`src/rtl/rxst_pkg.sv`:
```
// Package: shared types and constants of the receive frame status tracker.
// Assumes: nothing; holds only declarations.
package rxst_pkg;
    typedef enum logic [1:0] {
        ST_IDLE   = 2'd0,
        ST_RECV   = 2'd1,
        ST_COMMIT = 2'd2
    } seq_state_t;

    localparam int EV_FRAME  = 0;
    localparam int EV_BABBLE = 1;
    localparam int EV_COUNT  = 2;
endpackage

```
`src/rtl/rxst_len_counter.sv`:
```
// Module: saturating frame length counter with oversize detection.
// Produces the count and long flag that include the current beat, and a
//   single-cycle babble pulse on the first beat that passes the limit.
// Assumes: beat_first and beat_more are never high together.
module rxst_len_counter #(
    parameter int LEN_W = 11
) (
    input  logic             clk,
    input  logic             rst_n,
    input  logic             beat_first,
    input  logic             beat_more,
    input  logic [LEN_W-1:0] max_len,
    output logic [LEN_W-1:0] cnt_nx,
    output logic             long_nx,
    output logic             babble_pulse
);
    localparam logic [LEN_W-1:0] CNT_TOP = {LEN_W{1'b1}};
    localparam logic [LEN_W-1:0] CNT_ONE = LEN_W'(1);

    logic [LEN_W-1:0] cnt_q;
    logic             long_q;
    logic             long_base;
    logic             over;

    // Next count and long flag for the beat presented this cycle.
    always_comb begin
        if (beat_first) begin
            cnt_nx    = CNT_ONE;
            long_base = 1'b0;
        end else if (beat_more) begin
            cnt_nx    = (cnt_q == CNT_TOP) ? cnt_q : cnt_q + CNT_ONE;
            long_base = long_q;
        end else begin
            cnt_nx    = cnt_q;
            long_base = long_q;
        end
        over         = (beat_first || beat_more) && (cnt_nx > max_len);
        long_nx      = long_base || over;
        babble_pulse = over && !long_base;
    end

    // Holds the running count and long flag between beats.
    always_ff @(posedge clk) begin
        if (!rst_n) begin
            cnt_q  <= '0;
            long_q <= 1'b0;
        end else begin
            cnt_q  <= cnt_nx;
            long_q <= long_nx;
        end
    end

    AST_CNT_SATURATES: assert property (@(posedge clk) disable iff (!rst_n)
        (beat_more && !beat_first && cnt_q == CNT_TOP) |=> (cnt_q == CNT_TOP));
    AST_BABBLE_MARKS_LONG: assert property (@(posedge clk) disable iff (!rst_n)
        babble_pulse |=> long_q);
endmodule

```
`src/rtl/rxst_frame_seq.sv`:
```
// Module: frame sequencer; qualifies beats, captures the status word on the
//   end beat, and strobes it for one cycle before signalling completion.
// Assumes: at least one idle cycle between an end beat and the next start.
module rxst_frame_seq
    import rxst_pkg::*;
#(
    parameter int LEN_W = 11,
    parameter int STW   = 16
) (
    input  logic             clk,
    input  logic             rst_n,
    input  logic             in_valid,
    input  logic             in_sof,
    input  logic             in_eof,
    input  logic [LEN_W-1:0] cnt_nx,
    input  logic             long_nx,
    output logic             beat_first,
    output logic             beat_more,
    output logic             st_wr,
    output logic [STW-1:0]   st_word,
    output logic             frame_done
);
    localparam int BIT_LONG  = LEN_W;
    localparam int BIT_LAST  = LEN_W + 1;
    localparam int BIT_EMPTY = LEN_W + 2;

    seq_state_t     state_q, state_nx;
    logic           end_beat;
    logic [STW-1:0] word_q;

    // Beat qualification against the current state.
    always_comb begin
        beat_first = in_valid && in_sof && (state_q == ST_IDLE);
        beat_more  = in_valid && (state_q == ST_RECV);
        end_beat   = (beat_first || beat_more) && in_eof;
    end

    // Next-state decision.
    always_comb begin
        state_nx = state_q;
        case (state_q)
            ST_IDLE:   if (beat_first) state_nx = end_beat ? ST_COMMIT : ST_RECV;
            ST_RECV:   if (end_beat)   state_nx = ST_COMMIT;
            ST_COMMIT: state_nx = ST_IDLE;
            default:   state_nx = ST_IDLE;
        endcase
    end

    // State register and status capture on the end beat.
    always_ff @(posedge clk) begin
        if (!rst_n) begin
            state_q <= ST_IDLE;
            word_q  <= '0;
        end else begin
            state_q <= state_nx;
            if (end_beat) begin
                word_q             <= '0;
                word_q[LEN_W-1:0]  <= cnt_nx;
                word_q[BIT_LONG]   <= long_nx;
                word_q[BIT_LAST]   <= 1'b1;
                word_q[BIT_EMPTY]  <= 1'b0;
            end
        end
    end

    assign st_wr      = (state_q == ST_COMMIT);
    assign frame_done = (state_q == ST_COMMIT);
    assign st_word    = word_q;

    AST_STWR_SINGLE: assert property (@(posedge clk) disable iff (!rst_n)
        st_wr |=> !st_wr);
    AST_STWR_AFTER_END: assert property (@(posedge clk) disable iff (!rst_n)
        $rose(st_wr) |-> $past(in_valid && in_eof));
endmodule

```
`src/rtl/rxst_events.sv`:
```
// Module: sticky event bits with write-1-to-clear, per-event masks and an
//   ORed interrupt line. A set beats a clear in the same cycle.
// Assumes: set inputs are single-cycle pulses from the sequencer/counter.
module rxst_events #(
    parameter int N = 2
) (
    input  logic         clk,
    input  logic         rst_n,
    input  logic [N-1:0] ev_set,
    input  logic [N-1:0] ev_clr,
    input  logic [N-1:0] ev_mask,
    output logic [N-1:0] ev_q,
    output logic         irq
);
    for (genvar i = 0; i < N; i++) begin : g_ev
        // One sticky event bit.
        always_ff @(posedge clk) begin
            if (!rst_n)          ev_q[i] <= 1'b0;
            else if (ev_set[i])  ev_q[i] <= 1'b1;
            else if (ev_clr[i])  ev_q[i] <= 1'b0;
        end

        AST_SET_WINS: assert property (@(posedge clk) disable iff (!rst_n)
            ev_set[i] |=> ev_q[i]);
        AST_CLEAR_TAKES: assert property (@(posedge clk) disable iff (!rst_n)
            (ev_clr[i] && !ev_set[i]) |=> !ev_q[i]);
    end

    assign irq = |(ev_q & ev_mask);

    AST_IRQ_QUIET: assert property (@(posedge clk) disable iff (!rst_n)
        (ev_q == '0) |-> !irq);
endmodule

```
`src/rtl/rx_frame_status.sv`:
```
// Module: receive frame completion status tracker (top).
// Counts frame bytes, flags oversize frames without truncating them,
//   commits a status word, then raises a maskable frame-received event.
// Assumes: stream rules as in the brief; status word needs STW >= LEN_W+3.
module rx_frame_status
    import rxst_pkg::*;
#(
    parameter int LEN_W = 11,
    parameter int DW    = 8,
    parameter int STW   = 16
) (
    input  logic             clk,
    input  logic             rst_n,
    input  logic             in_valid,
    input  logic             in_sof,
    input  logic             in_eof,
    input  logic [DW-1:0]    in_data,
    input  logic [LEN_W-1:0] cfg_max_len,
    input  logic             mask_frame,
    input  logic             mask_babble,
    input  logic             clr_frame,
    input  logic             clr_babble,
    output logic             pass_valid,
    output logic [DW-1:0]    pass_data,
    output logic             st_wr,
    output logic [STW-1:0]   st_word,
    output logic             ev_frame,
    output logic             ev_babble,
    output logic             irq
);
    logic             beat_first, beat_more;
    logic [LEN_W-1:0] cnt_nx;
    logic             long_nx, babble_pulse, frame_done;
    logic [EV_COUNT-1:0] ev_set, ev_clr, ev_mask, ev_q;

    rxst_len_counter #(.LEN_W(LEN_W)) u_cnt (
        .clk(clk), .rst_n(rst_n),
        .beat_first(beat_first), .beat_more(beat_more),
        .max_len(cfg_max_len),
        .cnt_nx(cnt_nx), .long_nx(long_nx), .babble_pulse(babble_pulse)
    );

    rxst_frame_seq #(.LEN_W(LEN_W), .STW(STW)) u_seq (
        .clk(clk), .rst_n(rst_n),
        .in_valid(in_valid), .in_sof(in_sof), .in_eof(in_eof),
        .cnt_nx(cnt_nx), .long_nx(long_nx),
        .beat_first(beat_first), .beat_more(beat_more),
        .st_wr(st_wr), .st_word(st_word), .frame_done(frame_done)
    );

    // Route event sources, clears and masks into the event bank.
    always_comb begin
        ev_set             = '0;
        ev_clr             = '0;
        ev_mask            = '0;
        ev_set[EV_FRAME]   = frame_done;
        ev_set[EV_BABBLE]  = babble_pulse;
        ev_clr[EV_FRAME]   = clr_frame;
        ev_clr[EV_BABBLE]  = clr_babble;
        ev_mask[EV_FRAME]  = mask_frame;
        ev_mask[EV_BABBLE] = mask_babble;
    end

    rxst_events #(.N(EV_COUNT)) u_ev (
        .clk(clk), .rst_n(rst_n),
        .ev_set(ev_set), .ev_clr(ev_clr), .ev_mask(ev_mask),
        .ev_q(ev_q), .irq(irq)
    );

    assign ev_frame  = ev_q[EV_FRAME];
    assign ev_babble = ev_q[EV_BABBLE];

    // One-cycle pass-through of every accepted byte, never truncated.
    always_ff @(posedge clk) begin
        if (!rst_n) begin
            pass_valid <= 1'b0;
            pass_data  <= '0;
        end else begin
            pass_valid <= beat_first || beat_more;
            pass_data  <= in_data;
        end
    end

    AST_FRAME_AFTER_WR: assert property (@(posedge clk) disable iff (!rst_n)
        $rose(ev_frame) |-> $past(st_wr));
    AST_NOT_WITH_WR: assert property (@(posedge clk) disable iff (!rst_n)
        (st_wr && !ev_frame) |=> ev_frame);
    AST_PASS_ON_ACCEPT: assert property (@(posedge clk) disable iff (!rst_n)
        (in_valid && in_sof && !st_wr && !$past(in_valid && in_eof)) |=> pass_valid);
endmodule

```
`config.mk`:
```
export PLATFORM = sky130hd
export DESIGN_NAME = rx_frame_status
export DESIGN_NICKNAME = d
export VERILOG_FILES = /design/src/rtl/rxst_pkg.sv /design/src/rtl/rxst_len_counter.sv /design/src/rtl/rxst_frame_seq.sv /design/src/rtl/rxst_events.sv /design/src/rtl/rx_frame_status.sv
export SDC_FILE = /design/constraint.sdc
export NUM_CORES = 1
export LEC_CHECK = 0
export ABC_AREA = 0
export BUFFER_PORTS_ARGS = -buffer_cell sky130_fd_sc_hd__buf_4
export CORE_MARGIN = 4
export CORE_UTILIZATION = 54
export CTS_CLUSTER_SIZE = 24
export DETAILED_ROUTE_END_ITERATION = 12
export PLACE_DENSITY = 0.89
export SYNTH_ARGS = -nofsm -noshare
export SYNTH_HDL_FRONTEND = slang
export SYNTH_SLANG_ARGS = --single-unit
export TNS_END_PERCENT = 1
```
`constraint.sdc`:
```
create_clock -name clk -period 4.5 [get_ports clk]
set_clock_uncertainty 0.15 [all_clocks]
set_input_delay 0.225 -clock clk [delete_from_list [all_inputs] [get_ports clk]]
set_output_delay 0.225 -clock clk [all_outputs]
set_load 0.005 [all_outputs]
```
---- Word level (Yosys, flattened, before mapping) ----
Cells that the tools add are included.
word-level totals
  input bits .............................. 28
  output and inout bits ................... 29
  bits in registers ....................... 38
  word-level logic and storage cells ...... 42
operators by class
  $add $sub $neg .......................... 1
  order comparisons ....................... 1
  bitwise logic cells ..................... 1
  mux-type cells .......................... 12
  eq/ne operators ......................... 5
  reductions and logical operators ........ 14
operators with widths
  cell                     number
  $mux W11                 3
  $add A11 B1 Y11 const B  1
  $eq A11 B11 Y1 const B   1
  $gt A11 B11 Y1           1
  $logic_and A1 B1 Y1      6
  $mux W2                  3
  $mux W1                  5
  $pmux W2 S2              1
  $reduce_bool A2 Y1       2
  $and A2 B2 Y2            1
  $eq A2 B1 Y1 const B     1
  $eq A2 B2 Y1 const B     1
  $logic_not A2 Y1         1
  $logic_or A1 B1 Y1       2
  $ne A2 B1 Y1 const B     1
  $ne A2 B2 Y1 const B     1
  $reduce_and A2 Y1        1
  $reduce_or A2 Y1         1
  $logic_not A1 Y1         1

---- Longest topological paths before layout ----
  depth in word-level cells ............... 8
  depth in mapped cells ................... 12
  depth with buffers taken out ............ 12

---- Modules after synthesis ----
Synthesis repeated with hierarchy kept, for this count alone.
unflattened totals
  cell total of the unflattened synthesis .. 222
  area total of the unflattened synthesis .. 1961.9 sq um
modules (own cells, without submodules)
  module            area an instance (sq um)  instances  cells an instance  seq. area each (sq um)
  rxst_len_counter  988.4                     1          126                240.2
  rxst_frame_seq    658.1                     1          71                 300.3
  rx_frame_status   237.7                     1          18                 180.2
  rxst_events       77.6                      1          7                  40.0

---- Worst setup path before layout ----
No wires, ideal clock.
  kind .................................... register -> register
  start point ............................. register u_cnt.cnt_q[0]
  end point ............................... register u_ev.ev_q[1]
  library setup time ...................... 0.128 ns
  path buffers ............................ 0
  required time ........................... 4.222 ns
  path slack .............................. 1.862 ns
  arrival ................................. 2.360 ns
  stages on the path, launching flop included .. 13
  period minus slack after synthesis ...... 2.638 ns
  path through ............................ dfxtp_1 -> ha_1 -> and2_1 -> a41oi_2 -> nand4_1 -> xor2_1 -> nor2_1 -> ha_1 -> nand2_1 -> nor3_1 -> a221o_1 -> o211ai_1 -> o21ai_0
on the way
  word-level cells in the longest chain between the ends .. 8
  elaborated cells on any way between the ends .. 10
  those cells by class .................... add/sub: 1; order compare: 1; eq/ne: 1; mux: 4; reduce/logical: 3
RTL lines
  element                                                   RTL line                source
  start, declared                                           rxst_len_counter.sv:20  logic [LEN_W-1:0] cnt_q;
  start signal, assigned                                    rxst_len_counter.sv:48  cnt_q <= cnt_nx;
  $add A11 B1 Y11 / $eq A11 B11 Y1 (equally long branches)  rxst_len_counter.sv:31  cnt_nx = (cnt_q == CNT_TOP) ? cnt_q : cnt_q + CNT_ONE;
  $mux W11 *                                                rxst_len_counter.sv:31
  $mux W11 *                                                rxst_len_counter.sv:30  end else if (beat_more) begin
  $mux W11 *                                                rxst_len_counter.sv:27  if (beat_first) begin
  named net cnt_nx[5]                                       rx_frame_status.sv:32   logic [LEN_W-1:0] cnt_nx;
  $gt A11 B11 Y1 *                                          rxst_len_counter.sv:37  over = (beat_first || beat_more) && (cnt_nx > max_len);
  $logic_and A1 B1 Y1 *                                     rxst_len_counter.sv:37
  $logic_and A1 B1 Y1 *                                     rxst_len_counter.sv:39  babble_pulse = over && !long_base;
  $mux W1 / $reduce_bool A2 Y1 (equally long branches)      -
  end signal, assigned by index                             rxst_events.sv:18       if (!rst_n) ev_q[i] <= 1'b0;
  end signal, assigned by index                             rxst_events.sv:19       else if (ev_set[i]) ev_q[i] <= 1'b1;
  end signal, assigned by index                             rxst_events.sv:20       else if (ev_clr[i]) ev_q[i] <= 1'b0;
  end, declared                                             rxst_events.sv:12       output logic [N-1:0] ev_q,
Mark *: on every way through the listed nets, which the timed path passes. The rest lies on a longest branch.
A chain may end at the register's enable or synchronous reset.

---- Final worst setup path ----
  start point ............................. register u_cnt.cnt_q[2]
  end point ............................... register u_seq.word_q[11], in the netlist u_seq.st_word[11]
on the way
  word-level cells in the longest chain between the ends .. 7
  elaborated cells on any way between the ends .. 8
  those cells by class .................... add/sub: 1; order compare: 1; eq/ne: 1; mux: 3; reduce/logical: 2
RTL lines
  element                                                   RTL line                source
  $add A11 B1 Y11 / $eq A11 B11 Y1 (equally long branches)  rxst_len_counter.sv:31
  $mux W11 *                                                rxst_len_counter.sv:31
  $mux W11 *                                                rxst_len_counter.sv:30
  $mux W11 *                                                rxst_len_counter.sv:27
  named net cnt_nx[9]                                       rx_frame_status.sv:32
  $gt A11 B11 Y1 *                                          rxst_len_counter.sv:37
  $logic_and A1 B1 Y1 *                                     rxst_len_counter.sv:37
  $logic_or A1 B1 Y1 *                                      rxst_len_counter.sv:38  long_nx = long_base || over;
  end signal, assigned by index                             rxst_frame_seq.sv:58    word_q[LEN_W-1:0] <= cnt_nx;
  end signal, assigned by index                             rxst_frame_seq.sv:59    word_q[BIT_LONG] <= long_nx;
  end, declared                                             rxst_frame_seq.sv:29    logic [STW-1:0] word_q;
Marked as above.

==> impl_metrics.yaml <==
logic_synthesis:
  synthFlopType: "dfxtp_1"
  synth_cell_type_count: 40
  ys_async_sr_fraction_pct: 0
  syn-cell-area_um2: 1770
  synth_edf_count: 0
  ys_ff_latch: 38
  syn_inst: 199
  ys_warn_count: 0
  postSynthAreaPerCell_um2: 8.92
  synth-seq-area-share_pct: 42.9
grt:
  grt_usage_pct: 21.9
  grt_pass1_vias: 1554
  antenna_found_initial: 0
  grt_pass1_wl_um: 7020
  grt_max_degree: 21
  grt.overflow.total: 0
layout:
  mostFrequentLayoutCells: "buf_4, dfxtp_1, nor2_1"
  drive_above_1_share_pct: 25.6
  nets: 305
  area_growth_pct: 34.4
  layout_commonest_cell: "buf_4"
  n_antenna_cell: 0
  fillers: 228
  fin_cells: 310
  fin_util_pct: 76.9
  fin_area_um2: 2380
power_and_ir_drop:
  p_sw_mw: 0.159
  p_leak_nw: 1.10
  power_mw: 0.661
  cellPowerDensity_nw_per_um2: 277
  p_int_mw: 0.502
  clkPwrFrac_pct: 35.8
  p_sw_share_pct: 24.0
  seqPwrFrac_pct: 52.6
  max-vdd-ir-drop_uv: 172
  combPwrFrac_pct: 11.5
worst_setup_path:
  r2r_end: "u_seq.st_word[11]"
  cpPeakStageDelay_ps: 410
  crit_family: "simple AND/OR/NAND/NOR gates"
  path_buf_inv: 0
  regToRegSetupSlack_ps: 1520
  required_ps: 4590
  path_class: "register to register"
  slowest_stage: "dfxtp_1"
  crit_chain: "and3_1, nand4_1, nor3_1, mux2i_1, nor2_1, ha_1, nand3_1, nor3_1, a221o_1, o211ai_1, a31oi_1"
  cp.arrival_ps: 3070
  start_kind: "register"
  endpoint_kind: "register"
  cp_common_cell: "nor3_1"
  cp_max_fo: 5
  reg2regPathDepth: 11
  worstReg2RegStart: "u_cnt.cnt_q[2]"
clock_network:
  clock_sinks: 38
  numCtsBuffers: 5
  path_clk_slew_ps: 120
  cts_root_buffer: "clkbuf_4"
  cts_tree: "done"
  clk_latency_ps: 360
  htreeDepth: 2
  cts_resized: 0
  clk_path_buf_depth: 2
floorplan:
  die_x_um: 65.3
  core_um2: 3100
  ios: 57
  die_h_um: 65.3
  die-area_um2: 4270
  placement_rows: 20
  initial_core_util_pct: 57.2
worst_hold_path:
  hold-path-cell-count: 4
  hold_class: "input pin to register"
  min_from: "clr_frame"
  hold_path_end: "u_ev.ev_q[0]"
sta:
  setup_viol: 0
  slew_violations: 0
  fin_ws_ps: 1520
  max_slew_margin_pct: 67.2
  worstMarginPinSlew_ps: 486
  hold_violations: 0
  min_period_over_period_pct: 66.1
  rsz0062_at_grt: "false"
  max_freq_ghz: 0.336
  setup_tns_ps: 0
  period_needed_ps: 2980
  timing.hold.ws_ps: 29.7
placed_design:
  dpl_worst_slack_ps: 1560
  gp_congestion: 0.882
  dpl.hpwl_um: 3150
  dp_cells: 291
  port_buffers: 53
  place_area_um2: 2190
drt:
  avgRoutedWirePerCell_um: 13.9
  final_antenna_net_count: 0
  firstDrtPassIters: 6
  drt_iter0_drc: 89
  vias: 1665
  drc: 0
  drt_wl_total_um: 4320
  vias_per_cell: 5.37
run:
  maxCapViolations: 0
outcome:
  status: "completed"
-- sequential cells by signal (all words and copies together) (netlist names) --
register       flops
pass_valid         1
u_seq.st_word     13
u_cnt.long_q       1
u_cnt.cnt_q       11
pass_data          8
u_seq.state_q      2
u_ev.ev_q          2
-- synthesized netlist by cell type (all sizes together) (2+ instances only) --
| cell type | number | area, µm² |
|---|---|---|
| o21ai | 8 | 40.0 |
| mux2i | 4 | 40.0 |
| nand3b | 3 | 26.3 |
| a31oi | 2 | 12.5 |
| and3b | 2 | 17.5 |
| clkbuf | 2 | 7.51 |
| o22ai | 5 | 31.3 |
| ha | 12 | 150 |
| nand3 | 8 | 52.6 |
| nor2 | 25 | 96.4 |
| buf | 5 | 35.0 |
| nand4 | 4 | 25.0 |
| and2 | 13 | 81.3 |
| nand2 | 13 | 48.8 |
| o2bb2ai | 5 | 43.8 |
| inv | 17 | 63.8 |
| a21oi | 7 | 35.0 |
| xor2 | 3 | 26.3 |
| dfxtp | 38 | 761 |
| nor3 | 4 | 25.0 |
| o21a | 2 | 15.0 |
| and3 | 5 | 31.3 |
-- worst max-delay path by stage --
stage | startpoint | slack (ps) | end | cells past startpoint
after floorplan | u_cnt.cnt_q[0] | 1860 | u_ev.ev_q[1] | 12
after global placement | u_cnt.cnt_q[2] | 1600 | u_ev.ev_q[1] | 11
after detailed placement | u_cnt.cnt_q[2] | 1560 | u_seq.st_word[11] | 11
after CTS | u_cnt.cnt_q[2] | 1540 | u_seq.st_word[11] | 11
after global routing | u_cnt.cnt_q[2] | 1320 | u_ev.ev_q[1] | 11
final | u_cnt.cnt_q[2] | 1520 | u_seq.st_word[11] | 11
-- worst min-delay path, delay by kind of cell --
kind | cells | cell delay [ps]
simple gates | 1 | 50
compound gates | 1 | 130
buf+inv | 2 | 110
-- power by group through the flow --
stage / clock network (mW) / registers [mW] / logic (mW)
3_3_place_gp: 0 / 0.355 / 0.0661
3_5_place_dp: 0 / 0.356 / 0.0674
2_1_floorplan: 0 / 0.356 / 0.0333
4_1_cts: 0.241 / 0.348 / 0.0754
6_report: 0.237 / 0.348 / 0.0762
5_1_grt: 0.255 / 0.349 / 0.0846
-- logic make-up (layout without fill, tap and decap cells) --
kind of cell    after synthesis  in the layout  share of synthesized area, %
flops                        38             38                          42.9
mux                           4              4                          2.26
buf+inv                      24             89                          5.99
compound gates               36             36                          13.8
xor+xnor                      3              3                          1.48
fa+ha+maj                    12             12                          8.46
other cells                   1              3                         0.211
simple gates                 81             81                          25.0
-- layout make-up --
| type | instances | area (µm²) | share of cell area (%) |
|---|---|---|---|
| clock buffer | 5 | 37.5 | 1.57 |
| clock inverter | 3 | 45.0 | 1.89 |
| inverter | 17 | 63.8 | 2.68 |
| multi-input combinational | 139 | 915 | 38.4 |
| sequential | 38 | 761 | 31.9 |
| tap | 44 | 55.1 | 2.31 |
| timing repair buffer | 64 | 508 | 21.3 |
-- routing by layer --
layer / vias to the layer above / GRT usage, % / wire, µm
li1: 814 / - / -
met1: 734 / 26.1 / 1680
met2: 96 / 36.7 / 2150
met3: 21 / 3.93 / 356
met4: 0 / 12.7 / 131
met5: - / 0 / 0
-- what timing repair did --
action,CTS,global route
endpoints found under the hold margin,11,0
setup endpoints to repair,0,0
hold buffers,11,0
buffers inserted,0,0
(Power assumes the default switching activity.)
